### src/rtl/vtg_linear_pkg.sv
package vtg_linear_pkg;

  // Byte offsets of the programmable registers
  localparam logic [5:0] A_ENABLE  = 6'h00;
  localparam logic [5:0] A_HTIME   = 6'h04;
  localparam logic [5:0] A_FLEN    = 6'h08;
  localparam logic [5:0] A_VSW     = 6'h0C;
  localparam logic [5:0] A_HDISP   = 6'h10;
  localparam logic [5:0] A_VDSTART = 6'h14;
  localparam logic [5:0] A_VDEND   = 6'h18;
  localparam logic [5:0] A_HACT    = 6'h1C;
  localparam logic [5:0] A_VASTART = 6'h20;
  localparam logic [5:0] A_VAEND   = 6'h24;
  localparam logic [5:0] A_BORDER  = 6'h28;
  localparam logic [5:0] A_UFLOW   = 6'h2C;
  localparam logic [5:0] A_SKEW    = 6'h30;
  localparam logic [5:0] A_POL     = 6'h38;

  typedef enum logic [1:0] {
    SEL_BLANK  = 2'd0,
    SEL_PIXEL  = 2'd1,
    SEL_BORDER = 2'd2,
    SEL_UFLOW  = 2'd3
  } vtg_sel_e;

endpackage

### src/rtl/vtg_linear_regs.sv
// Register file: immediate enable, shadow copies, and a working copy that
// loads from the shadow whenever load_i is high.
module vtg_linear_regs
  import vtg_linear_pkg::*;
#(
  parameter int XW = 12,
  parameter int FW = 20,
  parameter int CW = 24
) (
  input  logic          clk,
  input  logic          rst,
  input  logic          wr_en,
  input  logic [5:0]    wr_addr,
  input  logic [31:0]   wr_data,
  input  logic          load_i,
  output logic          en_o,
  output logic [XW-1:0] hper_o,
  output logic [XW-1:0] hsw_o,
  output logic [FW-1:0] flen_o,
  output logic [FW-1:0] vsw_o,
  output logic [XW-1:0] hds_o,
  output logic [XW-1:0] hde_o,
  output logic [FW-1:0] vds_o,
  output logic [FW-1:0] vde_o,
  output logic          ahen_o,
  output logic [XW-1:0] ahs_o,
  output logic [XW-1:0] ahe_o,
  output logic          aven_o,
  output logic [FW-1:0] avs_o,
  output logic [FW-1:0] ave_o,
  output logic [CW-1:0] border_o,
  output logic [CW-1:0] ufcol_o,
  output logic          ufrec_o,
  output logic [XW-1:0] skew_o,
  output logic [2:0]    pol_o
);

  localparam int BUSW = 7 * XW + 6 * FW + 2 * CW + 6;

  logic [XW-1:0] s_hper, s_hsw, s_hds, s_hde, s_ahs, s_ahe, s_skew;
  logic [FW-1:0] s_flen, s_vsw, s_vds, s_vde, s_avs, s_ave;
  logic          s_ahen, s_aven, s_ufrec;
  logic [CW-1:0] s_border, s_ufcol;
  logic [2:0]    s_pol;
  logic          en_q;

  logic [BUSW-1:0] shadow_bus;
  logic [BUSW-1:0] work_q;

  logic unused_wr_bits;
  assign unused_wr_bits = ^{wr_addr[1:0], wr_data};

  always_ff @(posedge clk) begin
    if (rst) begin
      en_q     <= 1'b0;
      s_hper   <= '0;
      s_hsw    <= '0;
      s_flen   <= '0;
      s_vsw    <= '0;
      s_hds    <= '0;
      s_hde    <= '0;
      s_vds    <= '0;
      s_vde    <= '0;
      s_ahen   <= 1'b0;
      s_ahs    <= '0;
      s_ahe    <= '0;
      s_aven   <= 1'b0;
      s_avs    <= '0;
      s_ave    <= '0;
      s_border <= '0;
      s_ufcol  <= '0;
      s_ufrec  <= 1'b0;
      s_skew   <= '0;
      s_pol    <= '0;
    end else if (wr_en) begin
      case (wr_addr)
        A_ENABLE:  en_q <= wr_data[0];
        A_HTIME: begin
          s_hper <= wr_data[16 +: XW];
          s_hsw  <= wr_data[0 +: XW];
        end
        A_FLEN:    s_flen <= wr_data[FW-1:0];
        A_VSW:     s_vsw  <= wr_data[FW-1:0];
        A_HDISP: begin
          s_hde <= wr_data[16 +: XW];
          s_hds <= wr_data[0 +: XW];
        end
        A_VDSTART: s_vds <= wr_data[FW-1:0];
        A_VDEND:   s_vde <= wr_data[FW-1:0];
        A_HACT: begin
          s_ahen <= wr_data[31];
          s_ahe  <= wr_data[16 +: XW];
          s_ahs  <= wr_data[0 +: XW];
        end
        A_VASTART: begin
          s_aven <= wr_data[31];
          s_avs  <= wr_data[FW-1:0];
        end
        A_VAEND:   s_ave    <= wr_data[FW-1:0];
        A_BORDER:  s_border <= wr_data[CW-1:0];
        A_UFLOW: begin
          s_ufrec <= wr_data[31];
          s_ufcol <= wr_data[CW-1:0];
        end
        A_SKEW:    s_skew <= wr_data[XW-1:0];
        A_POL:     s_pol  <= wr_data[2:0];
        default: ;
      endcase
    end
  end

  assign shadow_bus = {s_hper, s_hsw, s_flen, s_vsw, s_hds, s_hde, s_vds, s_vde,
                       s_ahen, s_ahs, s_ahe, s_aven, s_avs, s_ave,
                       s_border, s_ufcol, s_ufrec, s_skew, s_pol};

  always_ff @(posedge clk) begin
    if (rst)         work_q <= '0;
    else if (load_i) work_q <= shadow_bus;
  end

  assign {hper_o, hsw_o, flen_o, vsw_o, hds_o, hde_o, vds_o, vde_o,
          ahen_o, ahs_o, ahe_o, aven_o, avs_o, ave_o,
          border_o, ufcol_o, ufrec_o, skew_o, pol_o} = work_q;

  assign en_o = en_q;

endmodule

### src/rtl/vtg_linear_count.sv
// Frame-wide pixel counter plus position within the line.
module vtg_linear_count #(
  parameter int XW = 12,
  parameter int FW = 20
) (
  input  logic          clk,
  input  logic          rst,
  input  logic          en,
  input  logic [XW-1:0] hper,
  input  logic [FW-1:0] flen,
  output logic [XW-1:0] x_o,
  output logic [FW-1:0] f_o,
  output logic          x_last_o,
  output logic          f_last_o
);

  localparam logic [XW-1:0] X_ONE = XW'(1);
  localparam logic [FW-1:0] F_ONE = FW'(1);

  logic [XW-1:0] x_q;
  logic [FW-1:0] f_q;

  assign x_last_o = (x_q == hper - X_ONE);
  assign f_last_o = (f_q == flen - F_ONE);

  always_ff @(posedge clk) begin
    if (rst || !en) begin
      x_q <= '0;
      f_q <= '0;
    end else if (f_last_o) begin
      x_q <= '0;
      f_q <= '0;
    end else begin
      f_q <= f_q + F_ONE;
      x_q <= x_last_o ? '0 : x_q + X_ONE;
    end
  end

  assign x_o = x_q;
  assign f_o = f_q;

endmodule

### src/rtl/vtg_linear_pixel.sv
// Window decode, underflow tracking and registered outputs.
module vtg_linear_pixel
  import vtg_linear_pkg::*;
#(
  parameter int XW = 12,
  parameter int FW = 20,
  parameter int CW = 24
) (
  input  logic          clk,
  input  logic          rst,
  input  logic          en,
  input  logic [XW-1:0] x,
  input  logic [FW-1:0] f,
  input  logic          x_last,
  input  logic          f_last,
  input  logic          pix_valid,
  input  logic [XW-1:0] hsw,
  input  logic [FW-1:0] vsw,
  input  logic [XW-1:0] hds,
  input  logic [XW-1:0] hde,
  input  logic [FW-1:0] vds,
  input  logic [FW-1:0] vde,
  input  logic          ahen,
  input  logic [XW-1:0] ahs,
  input  logic [XW-1:0] ahe,
  input  logic          aven,
  input  logic [FW-1:0] avs,
  input  logic [FW-1:0] ave,
  input  logic [CW-1:0] border,
  input  logic [CW-1:0] ufcol,
  input  logic          ufrec,
  input  logic [XW-1:0] skew,
  input  logic [2:0]    pol,
  output logic          hsync_o,
  output logic          vsync_o,
  output logic          de_o,
  output logic          act_o,
  output logic [1:0]    sel_o,
  output logic [CW-1:0] color_o,
  output logic          frame_start_o
);

  logic [XW:0] hs_end;
  logic        hs_l, vs_l, in_h, in_v, disp, win_h, win_v, act, bord;
  logic        uf_now, uf_show, uf_flag;
  vtg_sel_e    sel_d;
  logic [CW-1:0] color_d;
  logic [2:0]  lvl_q;
  vtg_sel_e    sel_q;
  logic [CW-1:0] color_q;
  logic        act_q, fs_q;

  always_comb begin
    hs_end  = {1'b0, skew} + {1'b0, hsw};
    hs_l    = (x >= skew) && ({1'b0, x} < hs_end);
    vs_l    = (f < vsw);
    in_h    = (x >= hds) && (x <= hde);
    in_v    = (f >= vds) && (f <= vde);
    disp    = in_h && in_v;
    win_h   = !ahen || ((x >= ahs) && (x <= ahe));
    win_v   = !aven || ((f >= avs) && (f <= ave));
    act     = disp && win_h && win_v;
    bord    = disp && !act;
    uf_now  = act && !pix_valid;
    uf_show = act && (uf_now || uf_flag);
    if (uf_show) begin
      sel_d   = SEL_UFLOW;
      color_d = ufcol;
    end else if (act) begin
      sel_d   = SEL_PIXEL;
      color_d = '0;
    end else if (bord) begin
      sel_d   = SEL_BORDER;
      color_d = border;
    end else begin
      sel_d   = SEL_BLANK;
      color_d = '0;
    end
  end

  // Underflow memory: cleared at line end (recovery on) or frame end.
  always_ff @(posedge clk) begin
    if (rst || !en)             uf_flag <= 1'b0;
    else if (f_last)            uf_flag <= 1'b0;
    else if (ufrec && x_last)   uf_flag <= 1'b0;
    else if (uf_now)            uf_flag <= 1'b1;
  end

  always_ff @(posedge clk) begin
    if (rst) begin
      lvl_q   <= '0;
      act_q   <= 1'b0;
      sel_q   <= SEL_BLANK;
      color_q <= '0;
      fs_q    <= 1'b0;
    end else if (!en) begin
      lvl_q   <= pol;
      act_q   <= 1'b0;
      sel_q   <= SEL_BLANK;
      color_q <= '0;
      fs_q    <= 1'b0;
    end else begin
      lvl_q   <= {disp, vs_l, hs_l} ^ pol;
      act_q   <= act;
      sel_q   <= sel_d;
      color_q <= color_d;
      fs_q    <= (f == '0);
    end
  end

  assign hsync_o       = lvl_q[0];
  assign vsync_o       = lvl_q[1];
  assign de_o          = lvl_q[2];
  assign act_o         = act_q;
  assign sel_o         = sel_q;
  assign color_o       = color_q;
  assign frame_start_o = fs_q;

endmodule

### src/rtl/vtg_linear.sv
// Top: linear-count video timing generator. Requires XW <= 15, FW <= 31.
module vtg_linear #(
  parameter int XW = 12,
  parameter int FW = 20,
  parameter int CW = 24
) (
  input  logic          clk,
  input  logic          rst,
  input  logic          wr_en,
  input  logic [5:0]    wr_addr,
  input  logic [31:0]   wr_data,
  input  logic          pix_valid,
  output logic          hsync_o,
  output logic          vsync_o,
  output logic          de_o,
  output logic          act_o,
  output logic [1:0]    sel_o,
  output logic [CW-1:0] color_o,
  output logic          frame_start_o
);

  logic          en_q, load_w;
  logic [XW-1:0] w_hper, w_hsw, w_hds, w_hde, w_ahs, w_ahe, w_skew;
  logic [FW-1:0] w_flen, w_vsw, w_vds, w_vde, w_avs, w_ave;
  logic          w_ahen, w_aven, w_ufrec;
  logic [CW-1:0] w_border, w_ufcol;
  logic [2:0]    w_pol;
  logic [XW-1:0] x_cnt;
  logic [FW-1:0] f_cnt;
  logic          x_last, f_last;

  // Working copy follows the shadow while stopped and at each frame wrap.
  assign load_w = !en_q || f_last;

  vtg_linear_regs #(.XW(XW), .FW(FW), .CW(CW)) u_regs (
    .clk(clk), .rst(rst), .wr_en(wr_en), .wr_addr(wr_addr), .wr_data(wr_data),
    .load_i(load_w), .en_o(en_q),
    .hper_o(w_hper), .hsw_o(w_hsw), .flen_o(w_flen), .vsw_o(w_vsw),
    .hds_o(w_hds), .hde_o(w_hde), .vds_o(w_vds), .vde_o(w_vde),
    .ahen_o(w_ahen), .ahs_o(w_ahs), .ahe_o(w_ahe),
    .aven_o(w_aven), .avs_o(w_avs), .ave_o(w_ave),
    .border_o(w_border), .ufcol_o(w_ufcol), .ufrec_o(w_ufrec),
    .skew_o(w_skew), .pol_o(w_pol)
  );

  vtg_linear_count #(.XW(XW), .FW(FW)) u_count (
    .clk(clk), .rst(rst), .en(en_q), .hper(w_hper), .flen(w_flen),
    .x_o(x_cnt), .f_o(f_cnt), .x_last_o(x_last), .f_last_o(f_last)
  );

  vtg_linear_pixel #(.XW(XW), .FW(FW), .CW(CW)) u_pixel (
    .clk(clk), .rst(rst), .en(en_q), .x(x_cnt), .f(f_cnt),
    .x_last(x_last), .f_last(f_last), .pix_valid(pix_valid),
    .hsw(w_hsw), .vsw(w_vsw), .hds(w_hds), .hde(w_hde), .vds(w_vds), .vde(w_vde),
    .ahen(w_ahen), .ahs(w_ahs), .ahe(w_ahe), .aven(w_aven), .avs(w_avs), .ave(w_ave),
    .border(w_border), .ufcol(w_ufcol), .ufrec(w_ufrec), .skew(w_skew), .pol(w_pol),
    .hsync_o(hsync_o), .vsync_o(vsync_o), .de_o(de_o), .act_o(act_o),
    .sel_o(sel_o), .color_o(color_o), .frame_start_o(frame_start_o)
  );

endmodule

### config.mk
export PLATFORM = sky130hd
export DESIGN_NAME = vtg_linear
export DESIGN_NICKNAME = d
export VERILOG_FILES = /design/src/rtl/vtg_linear_pkg.sv /design/src/rtl/vtg_linear_regs.sv /design/src/rtl/vtg_linear_count.sv /design/src/rtl/vtg_linear_pixel.sv /design/src/rtl/vtg_linear.sv
export SDC_FILE = /design/constraint.sdc
export NUM_CORES = 1
export LEC_CHECK = 0
export ABC_AREA = 1
export BUFFER_PORTS_ARGS = -buffer_cell sky130_fd_sc_hd__buf_2
export CAP_MARGIN = 20
export CORE_AREA = 2 2 289 291
export CTS_BUF_LIST = sky130_fd_sc_hd__clkbuf_4
export CTS_CLUSTER_SIZE = 20
export DETAILED_ROUTE_END_ITERATION = 6
export DIE_AREA = 0 0 291 293
export RECOVER_POWER = 100
export SYNTH_ARGS = -nofsm -noshare
export SYNTH_HDL_FRONTEND = slang
export SYNTH_SLANG_ARGS = --single-unit
### constraint.sdc
create_clock -name clk -period 3.6 [get_ports clk]
set_input_delay 0.18 -clock clk [delete_from_list [all_inputs] [get_ports clk]]
set_output_delay 0.18 -clock clk [all_outputs]
set_load 0.01 [all_outputs]
==> results of run 1 <==
placed cells by master (no fill, tap or decap), drive strengths merged, types with 4 or more instances in the layout:
cell type    synthesis  final
o2111ai             24     24
nor4                 6      6
buf                111     81
a21oi              363    363
diode                0      6
nand3              312    312
dlygate4sd3          0     47
o21ai              281    281
inv                378    380
clkinvlp             0      7
xnor2               18     18
nand4               18     18
clkbuf             145    260
a21o                 8      8
ha                 187    187
nor2               936    936
o21bai               4      4
xor2                61     61
dfxtp              580    580
clkinv               2     36
nand2              542    542
nor3                21     21
worst min-delay path by stage:
| stage | from | end | slack (ps) | cells after the start |
|---|---|---|---|---|
| finish | rst | u_pixel.lvl_q[2]$_SDFF_PP0_ | 130 | 3 |
| global route | rst | u_pixel.lvl_q[2]$_SDFF_PP0_ | 70 | 3 |
| CTS | wr_data[31] | u_regs.s_ufrec$_SDFFE_PP0P_ | 20 | 4 |
| detailed placement | u_regs.work_q[53]$_SDFFE_PP0P_ | u_pixel.color_o[13]$_SDFF_PP0_ | 460 | 2 |
| global placement | u_regs.s_hds[1]$_SDFFE_PP0P_ | u_regs.work_q[183]$_SDFFE_PP0P_ | 450 | 2 |
| floorplan | rst | u_pixel.lvl_q[1]$_SDFF_PP0_ | 250 | 1 |
worst min-delay path, cell delays in order:
cell and delay, ps:
dlygate4sd3_1 530, buf_2 220, nor2_1 140
area by class of cell:
cell class                      count  area (um^2)  share of cell area [%]
Clock buffer                      222         1667                   5.243
Timing Repair Buffer              166         1246                   3.921
Clock inverter                     46        297.8                  0.9368
Antenna cell                        6        15.01                 0.04723
Multi-Input combinational cell   2808        14180                   44.60
Sequential cell                   580        11610                   36.53
Tap cell                         1070         1339                   4.212
Inverter                          380         1434                   4.511
routing by layer:
metal	global-route usage [%]	share of wire, %	vias up
met3	3.048	5.1	119
met1	26.17	48	11860
met2	29.24	44	619
met4	7.317	2.6	0
met5	0	0	-
li1	-	-	13140
through the flow:
stage / std cells / hold slack [ps] / util (%) / cell area [um^2]
floorplan: 4024 / 249.1 / - / 28450
global placement: 4957 / 452.8 / 35.98 / 29450
detailed placement: 4957 / 456.0 / 35.98 / 29450
CTS: 5272 / 20.66 / 38.95 / 31880
global route: 5278 / 65.61 / 38.84 / 31790
finish: 5278 / 130.1 / 38.84 / 31790
state kept, by name, indices dropped and copies added (netlist names), 2 cells and up:
name             count
u_regs.work_q      258
u_pixel.color_o     24
u_regs.s_border     24
u_regs.s_ufcol      24
u_count.f_o         20
u_regs.s_ave        20
u_regs.s_avs        20
u_regs.s_flen       20
u_regs.s_vde        20
u_regs.s_vds        20
u_regs.s_vsw        20
u_count.x_o         12
u_regs.s_ahe        12
u_regs.s_ahs        12
u_regs.s_hde        12
u_regs.s_hds        12
u_regs.s_hper       12
u_regs.s_hsw        12
u_regs.s_skew       12
u_pixel.lvl_q        3
u_regs.s_pol         3
u_pixel.sel_o        2
report_power, final:
part / internal [mW] / switching, mW
sequential: 6.45 / 0.0182
clock: 3.06 / 2.87
combinational: 0.178 / 0.416
total: 9.69 / 3.31
cell usage after synthesis, types with 4 or more instances:
cell	number	share of area (%)
a21o_1	8	0.21
a21oi_1	362	6.4
buf_1	48	0.63
buf_2	32	0.56
buf_6	29	1.1
clkbuf_1	141	1.9
clkbuf_2	4	0.070
dfxtp_1	580	41
ha_1	187	8.2
inv_1	375	4.9
nand2_1	542	7.2
nand3_1	311	5.5
nand4_1	18	0.40
nor2_1	930	12
nor2_2	4	0.088
nor3_1	20	0.35
nor4_1	5	0.11
o2111ai_1	24	0.74
o21ai_0	281	4.9
o21bai_1	4	0.11
xnor2_1	18	0.55
xor2_1	61	1.9
cell families after synthesis:
group                      after synthesis
xor gates and xnor gates                79
AOI/OAI and AO/OA                      693
DFF                                    580
buffers and inverters                  636
adders and majority gates              188
and+or+nand+nor                       1848
==> results.ini, run 1 <==
[route]
drcViolationCount = 5
viasPerCell = 4.876
wl_per_cell_um = 15.53
drtAntennaViolNets = 0
vias = 25740
dr.pass1.iters = 7
drt_iter0_markers = 1877
routed_wirelength_mm = 81.99

[synth]
seq_area_frac_synth_pct = 40.81
synth-simple-area-share_pct = 26.39
synth_nets = 4254
synth-main-ff-cell = dfxtp_1
synth_edf_count = 0
async_flop_share_pct = 0
synth.ff_latch_count = 580
yosysWarnings = 0
synth_compound_area_share_pct = 12.74
synth-xor-area-share_pct = 2.432
synth_cells = 4024
synth_area_um2 = 28450
yosys.area_share.adder_pct = 8.294
ys_types = 46
avgSynthCellArea_um2 = 7.070
synthMuxAreaShare_pct = 0
synth_top_family_by_area = simple AND/OR/NAND/NOR gates

[pwr]
power_mw = 12.99
irDropWorstVdd_uv = 280.4
power.density_nw_per_um2 = 408.8
p_leak_nw = 13.82

[critical_path]
slowest_stage = inv_1
reg2reg_to = u_pixel.color_o[20]$_SDFF_PP0_
cpPeakStageDelay_ps = 690
cp.required_ps = 4480
endpoint_kind = register
startpoint = wr_addr[1]
path_buf_inv = 8
endpoint = u_regs.s_ufcol[20]$_SDFFE_PP0P_
worst-endpoint-arrival_ps = 4230
critPathKind = primary input to register
worst-path-stages = 13
path_cells = dlygate4sd3_1 -> buf_2 -> nor2_1 -> dlygate4sd3_1 -> inv_1 -> nor3_1 -> inv_1 -> nor2_1 -> clkbuf_2 -> inv_1 -> nor2_1 -> nor2_1 -> dlygate4sd3_1
r2r_cells = 13
path_common_cell = nor2_1
reg2reg_slack_ps = 370
critical_path.max_fanout = 26
path_delay_family = buffers and inverters
rr_startpoint = u_count.f_o[15]$_SDFF_PP0_
cp-start-kind = primary input

[floorplan]
die_h_um = 293
die_w_um = 291
rows = 105
coreArea_um2 = 81850
initial_core_util_pct = 34.76
io_pins = 73
dieArea_um2 = 85260

[run_status]
violations = DRC, capacitance limit, slew limit
status = finished with violations

[global_route]
grt_pass1_vias = 23290
antenna_found_initial = 2
groute.usage.overall_pct = 18.85
grt_overflow_total = 0
grt_max_degree = 226
grt_pass1_wl_mm = 129.2

[placement]
hpwl_mm = 48.46
place_ws_ps = 642.2
io_buffer_count = 69
place.gp.congestion = 0.8270

[clock_tree]
holdBufCountCts = 47
cts_root_buf = clkbuf_4
clockBufferDepth = 3
cts.sinks = 580
h-tree-depth = 4
clkLatencyLatePin_ps = 1010
post_cts_buffers = 0
cts_buffers = 153
clk_pin_slew_ps = 60
cts_resized = 0
cts_tree = yes

[finish]
fin_nets = 4319
layout-drive-gt1-share_pct = 7.972
fill_cells = 8673
synthToLayoutAreaGrowth_pct = 11.72

[timing]
fin_skew_ps = 59.16
finalHoldViolations = 0
finalSetupTns_ps = 0
rsz0062_at_grt = false
period_needed_ps = 3349
slew_headroom_pct = -67.21
worstMarginPinSlew_ps = 2508
setup_viol = 0
post-route-period-util_pct = 93.04
maxSlewViolCount = 217
postLayoutSetupSlackWorst_ps = 250.7
max_freq_ghz = 0.2986

[job]
drv.max_cap_violation_count = 1

[worst_hold_path]
holdCritPathClass = primary input to register

Note: power is estimated with default switching activity, not from simulation.
==> run 2, diff against run 1 <==
--- a/config.mk
+++ b/config.mk
@@ -8,11 +8,12 @@
 export ABC_AREA = 1
 export BUFFER_PORTS_ARGS = -buffer_cell sky130_fd_sc_hd__buf_2
 export CAP_MARGIN = 20
-export CORE_AREA = 2 2 289 291
+export CORE_AREA = 2 2 221 223
 export CTS_BUF_LIST = sky130_fd_sc_hd__clkbuf_4
 export CTS_CLUSTER_SIZE = 20
 export DETAILED_ROUTE_END_ITERATION = 6
-export DIE_AREA = 0 0 291 293
+export DIE_AREA = 0 0 223 225
+export PLACE_DENSITY = 0.77
 export RECOVER_POWER = 100
 export SYNTH_ARGS = -nofsm -noshare
 export SYNTH_HDL_FRONTEND = slang
==> run 2 against run 1 <==
  * The run now ends clean
  * Sequential share of layout area increased by 0.81 points
  * Sequential power about the same
  * Count of clock-buffer cells in the layout decreased by 10
==> results.ini, run 2 (synthesized netlist as in run 1, its figures left out) <==
[run_status]
status = finished, final reports clean

[critical_path]
reg2reg_slack_ps = 330
path_delay_family = buffers and inverters
worst-endpoint-arrival_ps = 4150
slowest_stage = dlygate4sd3_1
path_cells = dlygate4sd3_1 -> buf_2 -> nor2_1 -> dlygate4sd3_1 -> inv_1 -> nor3_1 -> dlygate4sd3_1 -> inv_1 -> nor2_1 -> buf_4 -> inv_1 -> nor2_1 -> nor2_1 -> dlygate4sd3_1
rr_startpoint = u_count.f_o[19]$_SDFF_PP0_
r2r_cells = 11
reg2reg_to = u_pixel.color_o[18]$_SDFF_PP0_
path_buf_inv = 9
critical_path.max_fanout = 22
endpoint_kind = register
cp.required_ps = 4450
cpPeakStageDelay_ps = 610
cp-start-kind = primary input
critPathKind = primary input to register

[route]
routed_wirelength_mm = 76.51
drt_iter0_markers = 2210
viasPerCell = 5.414
dr.pass1.iters = 5
drtAntennaViolNets = 0
vias = 26010
drcViolationCount = 0
wl_per_cell_um = 15.92

[floorplan]
coreArea_um2 = 47550
die_h_um = 225
die_w_um = 223
rows = 80
io_pins = 73
dieArea_um2 = 50180
initial_core_util_pct = 59.84

[global_route]
grtUsageMet3_pct = 6.819
met2_usage_pct = 48.28
use_met1_pct = 39.79
grt_overflow_total = 0
top_usage_layer = met2
antenna_found_initial = 3
grt_max_degree = 257
grt_pass1_wl_mm = 122.6
grt_pass1_vias = 24180
groute.usage.overall_pct = 30.51

[clock_tree]
clkLatencyLatePin_ps = 1030
cts_resized = 0
cts_buffers = 152
h-tree-depth = 4
cts_tree = yes
clockBufferDepth = 3
cts_root_buf = clkbuf_4
cts.sinks = 580
clk_pin_slew_ps = 70

[finish]
synthToLayoutAreaGrowth_pct = 9.319
final_common_cell = nor2_1
layout_common_cells = nor2_1 (930), dfxtp_1 (579), nand2_1 (542)
largest_reg_flops = 258
fin_nets = 4326
fin_util_pct = 65.42
largest-register = u_regs.work_q
fin_area_um2 = 31100
fill_cells = 4241
layout-drive-gt1-share_pct = 7.619

[worst_hold_path]
min_path_cells = 4
min_to = u_regs.s_ufcol[23]$_SDFFE_PP0P_
holdCritPathClass = primary input to register
hold_start = wr_data[23]

[timing]
worstMarginPinSlew_ps = 1129
slew_headroom_pct = 24.64
rsz0062_at_grt = false
fin_skew_ps = 79.11
maxSlewViolCount = 0
period_needed_ps = 3300
finalHoldViolations = 0
max_freq_ghz = 0.3030
finalSetupTns_ps = 0
post-route-period-util_pct = 91.68
setup_viol = 0

[placement]
hpwl_mm = 45.22
placed_cell_area_um2 = 28860
place.gp.congestion = 0.8492
io_buffer_count = 69

[job]
drv.max_cap_violation_count = 0

[pwr]
p_leak_nw = 13.77
irDropWorstVdd_uv = 337.5
power.density_nw_per_um2 = 412.4

## run 2: changes by cell type in the layout (fill, tap and decap cells not counted), sizes merged, moves of 3 or more
cell / before / now
inv: 380 / 384
buf: 81 / 71
clkinvlp: 7 / 1
dlygate4sd3: 47 / 53
clkinv: 36 / 23
diode: 6 / 3
## run 2: power by group
group | internal [mW] | switching (mW)
Sequential | 6.46 | 0.0185
Combinational | 0.179 | 0.403
Clock | 3.05 | 2.72
## run 2: stage by stage
stage / setup WS (ps) / instances / total power [mW] / hold WS (ps)
final: 299.7 / 4805 / 12.83 / 123.0
after CTS: 596.1 / 4802 / 12.89 / 9.357
after floorplan: 967.4 / 4024 / 6.955 / 249.1
after global placement: 683.8 / 4504 / 7.137 / 452.9
after global routing: 146.2 / 4805 / 13.28 / 65.30
after detailed placement: 642.2 / 4504 / 7.145 / 457.3
## run 2: cell type report
class	count	area, um^2	area share, %
Antenna cell	3	7.507	0.02414
Sequential cell	580	11610	37.34
Clock inverter	33	270.3	0.8689
Timing Repair Buffer	174	1237	3.979
Tap cell	615	769.5	2.474
Inverter	380	1434	4.610
Clock buffer	212	1592	5.117
Multi-Input combinational cell	2808	14180	45.59
## run 2: worst max-delay path by stage
| stage | start | to | slack, ps | cells past startpoint |
|---|---|---|---|---|
| floorplan | u_regs.work_q[3]$_SDFFE_PP0P_ | u_pixel.lvl_q[0]$_SDFF_PP0_ | 970 | 17 |
| global placement | u_regs.work_q[214]$_SDFFE_PP0P_ | u_regs.work_q[5]$_SDFFE_PP0P_ | 680 | 11 |
| detailed placement | u_count.f_o[18]$_SDFF_PP0_ | u_pixel.color_o[18]$_SDFF_PP0_ | 640 | 13 |
| CTS | wr_addr[0] | u_regs.s_aven$_SDFFE_PP0P_ | 600 | 14 |
| global route | u_regs.work_q[214]$_SDFFE_PP0P_ | u_regs.work_q[189]$_SDFFE_PP0P_ | 150 | 12 |
| finish | wr_addr[0] | u_regs.s_aven$_SDFFE_PP0P_ | 300 | 14 |
## run 2: timing repair
action,4_1_cts,5_1_grt
buffers inserted,0,0
hold endpoints to repair,345,0
hold buffers,53,0
## run 2: metal layers
metal | vias up | part of all wire, %
li1 | 13120 | -
met1 | 11880 | 44
met2 | 859 | 45
met3 | 159 | 7.7
met4 | 0 | 3.8
met5 | - | 0
## run 2: tightest hold or removal path: cells and delay by family
family                 cells  cell delay, ps
buffers and inverters      2             730
and+or+nand+nor            2             180
==> run 3, diff against run 2 <==
--- a/config.mk
+++ b/config.mk
@@ -8,12 +8,11 @@
 export ABC_AREA = 1
 export BUFFER_PORTS_ARGS = -buffer_cell sky130_fd_sc_hd__buf_2
 export CAP_MARGIN = 20
-export CORE_AREA = 2 2 221 223
+export CORE_AREA = 2 2 255 257
 export CTS_BUF_LIST = sky130_fd_sc_hd__clkbuf_4
 export CTS_CLUSTER_SIZE = 20
 export DETAILED_ROUTE_END_ITERATION = 6
-export DIE_AREA = 0 0 223 225
-export PLACE_DENSITY = 0.77
+export DIE_AREA = 0 0 257 259
 export RECOVER_POWER = 100
 export SYNTH_ARGS = -nofsm -noshare
 export SYNTH_HDL_FRONTEND = slang
==> run 3 against run 2 <==
  * Cell area rose by 2.4%
  * Sequential power is essentially flat
  * Global-route usage down 6.0 points
  * Largest power group unchanged
==> results.ini, run 3 (synthesized netlist as in run 1, its figures left out) <==
[clock_tree]
h-tree-depth = 4
cts_tree = yes
cts_buffers = 158
clkLatencyLatePin_ps = 1020
clk_pin_slew_ps = 70
cts.sinks = 580
clockBufferDepth = 3
cts_root_buf = clkbuf_4

[finish]
layout_common_cells = nor2_1 (932), dfxtp_1 (579), nand2_1 (542)
layout.cells.non_filler = 5112
synthToLayoutAreaGrowth_pct = 11.93
final-seq-area_um2 = 11610
layout-drive-gt1-share_pct = 8.361
largest_reg_flops = 258
largest-register = u_regs.work_q
fin_nets = 4358
fill_cells = 6449
multiInputGateArea_um2 = 14170
final_common_cell = nor2_1

[timing]
maxSlewViolCount = 0
rsz0062_at_grt = false
max_freq_ghz = 0.2975
slew_headroom_pct = 1.590
post-route-period-util_pct = 93.38
fin_skew_ps = 78.75
worstMarginPinSlew_ps = 1476
period_needed_ps = 3362
finalSetupTns_ps = 0
setup_viol = 0
finalHoldViolations = 0

[global_route]
grt_max_degree = 209
antenna_found_initial = 4
groute.usage.overall_pct = 24.50
grt_pass1_wl_mm = 129.4
grt_pass1_vias = 23490
grt_overflow_total = 0

[floorplan]
die_w_um = 257
coreArea_um2 = 63880
io_pins = 73
die_h_um = 259
initial_core_util_pct = 44.54
dieArea_um2 = 66560
rows = 93

[critical_path]
r2r_cells = 13
cp-start-kind = register
critical_path.max_fanout = 27
critPathKind = register to register
endpoint_kind = register
worst-endpoint-arrival_ps = 4250
reg2reg_slack_ps = 240
cp.required_ps = 4490

[run_status]
status = finished, final reports clean

[route]
drcViolationCount = 0
drt_iter0_markers = 2202
viasPerCell = 5.014
vias = 25630
routed_wirelength_mm = 82.39
dr.pass1.iters = 5
wl_per_cell_um = 16.12
drtAntennaViolNets = 0

[placement]
hpwl_mm = 48.10
io_buffer_count = 69
dp_cells = 4756
place.gp.congestion = 0.8268

[worst_hold_path]
holdCritPathClass = primary input to register
min_path_cells = 4

[pwr]
power.density_nw_per_um2 = 412.9
p_leak_nw = 14.02
power_mw = 13.15
irDropWorstVdd_uv = 275.5

[job]
drv.max_cap_violation_count = 0

[run 3: cell types whose count changed in the layout (fill, tap and decap cells not counted), moves of 7 or more]
cell	change
buf_4	+8
clkbuf_4	+29
clkinv_1	+7
diode_2	+8
dlygate4sd3_1	+13
[run 3: final cells by class]
cell class                 instances  area share [%]
multi-input combinational       2808           44.51
clock inverter                    40          0.7583
clock buffer                     238           5.611
antenna                           11         0.08644
timing repair buffer             200           4.707
sequential                       580           36.46
tap                              855           3.359
inverter                         380           4.503
[run 3: path summary, 6_finish.rpt]
| path | end | startpoint |
|---|---|---|
| min | u_regs.s_ufcol[14]$_SDFFE_PP0P_ | wr_data[14] |
| min reg2reg | u_regs.work_q[151]$_SDFFE_PP0P_ | u_regs.s_vds[1]$_SDFFE_PP0P_ |
| max | u_pixel.color_o[7]$_SDFF_PP0_ | u_count.f_o[17]$_SDFF_PP0_ |
| max reg2reg | u_pixel.color_o[7]$_SDFF_PP0_ | u_count.f_o[17]$_SDFF_PP0_ |
[run 3: through the flow]
stage          cell area, um^2  hold WS [ps]  worst slack, ps  util, %
6_report                 31850         167.2            238.2    49.85
5_1_grt                  31840         99.45            129.2    49.85
4_1_cts                  32010         59.12            605.1    50.11
3_5_place_dp             29320         456.4            609.6    45.90
3_3_place_gp             29320         452.7            618.1    45.90
2_1_floorplan            28450         249.1            967.4        -
[run 3: where the power goes]
group / internal (mW) / switching [mW] / total (mW) / leakage [nW]
Combinational: 0.184 / 0.412 / 0.596 / 8.13
Sequential: 6.45 / 0.0182 / 6.47 / 4.67
Clock: 3.22 / 2.86 / 6.08 / 1.22
Total: 9.86 / 3.29 / 13.1 / 14.0
[run 3: per-layer routing]
layer	track usage [%]	vias up	routed length, um
met4	8.705	2	1854
met3	4.423	132	3970
met5	0	-	12
met2	39.64	574	37750
met1	32.78	11690	38790
li1	-	13240	-
[run 3: worst max-delay path, stage by stage (launching register included)]
cell and delay, ps:
dfxtp_1 740, ha_1 360, nand2_1 70, nand2_1 50, nand2_1 50, nand2_1 40
a21oi_1 230, nand3_1 120, nand2_1 110, nand3_1 260, nor2_1 160, clkbuf_2 570
o2111ai_1 210, a21oi_1 270
[run 3: what timing repair did]
action                    in CTS  in global routing
hold buffers                  66                  0
gates resized for setup        0                  0
hold endpoints to repair     314                  0
buffers inserted               0                  0
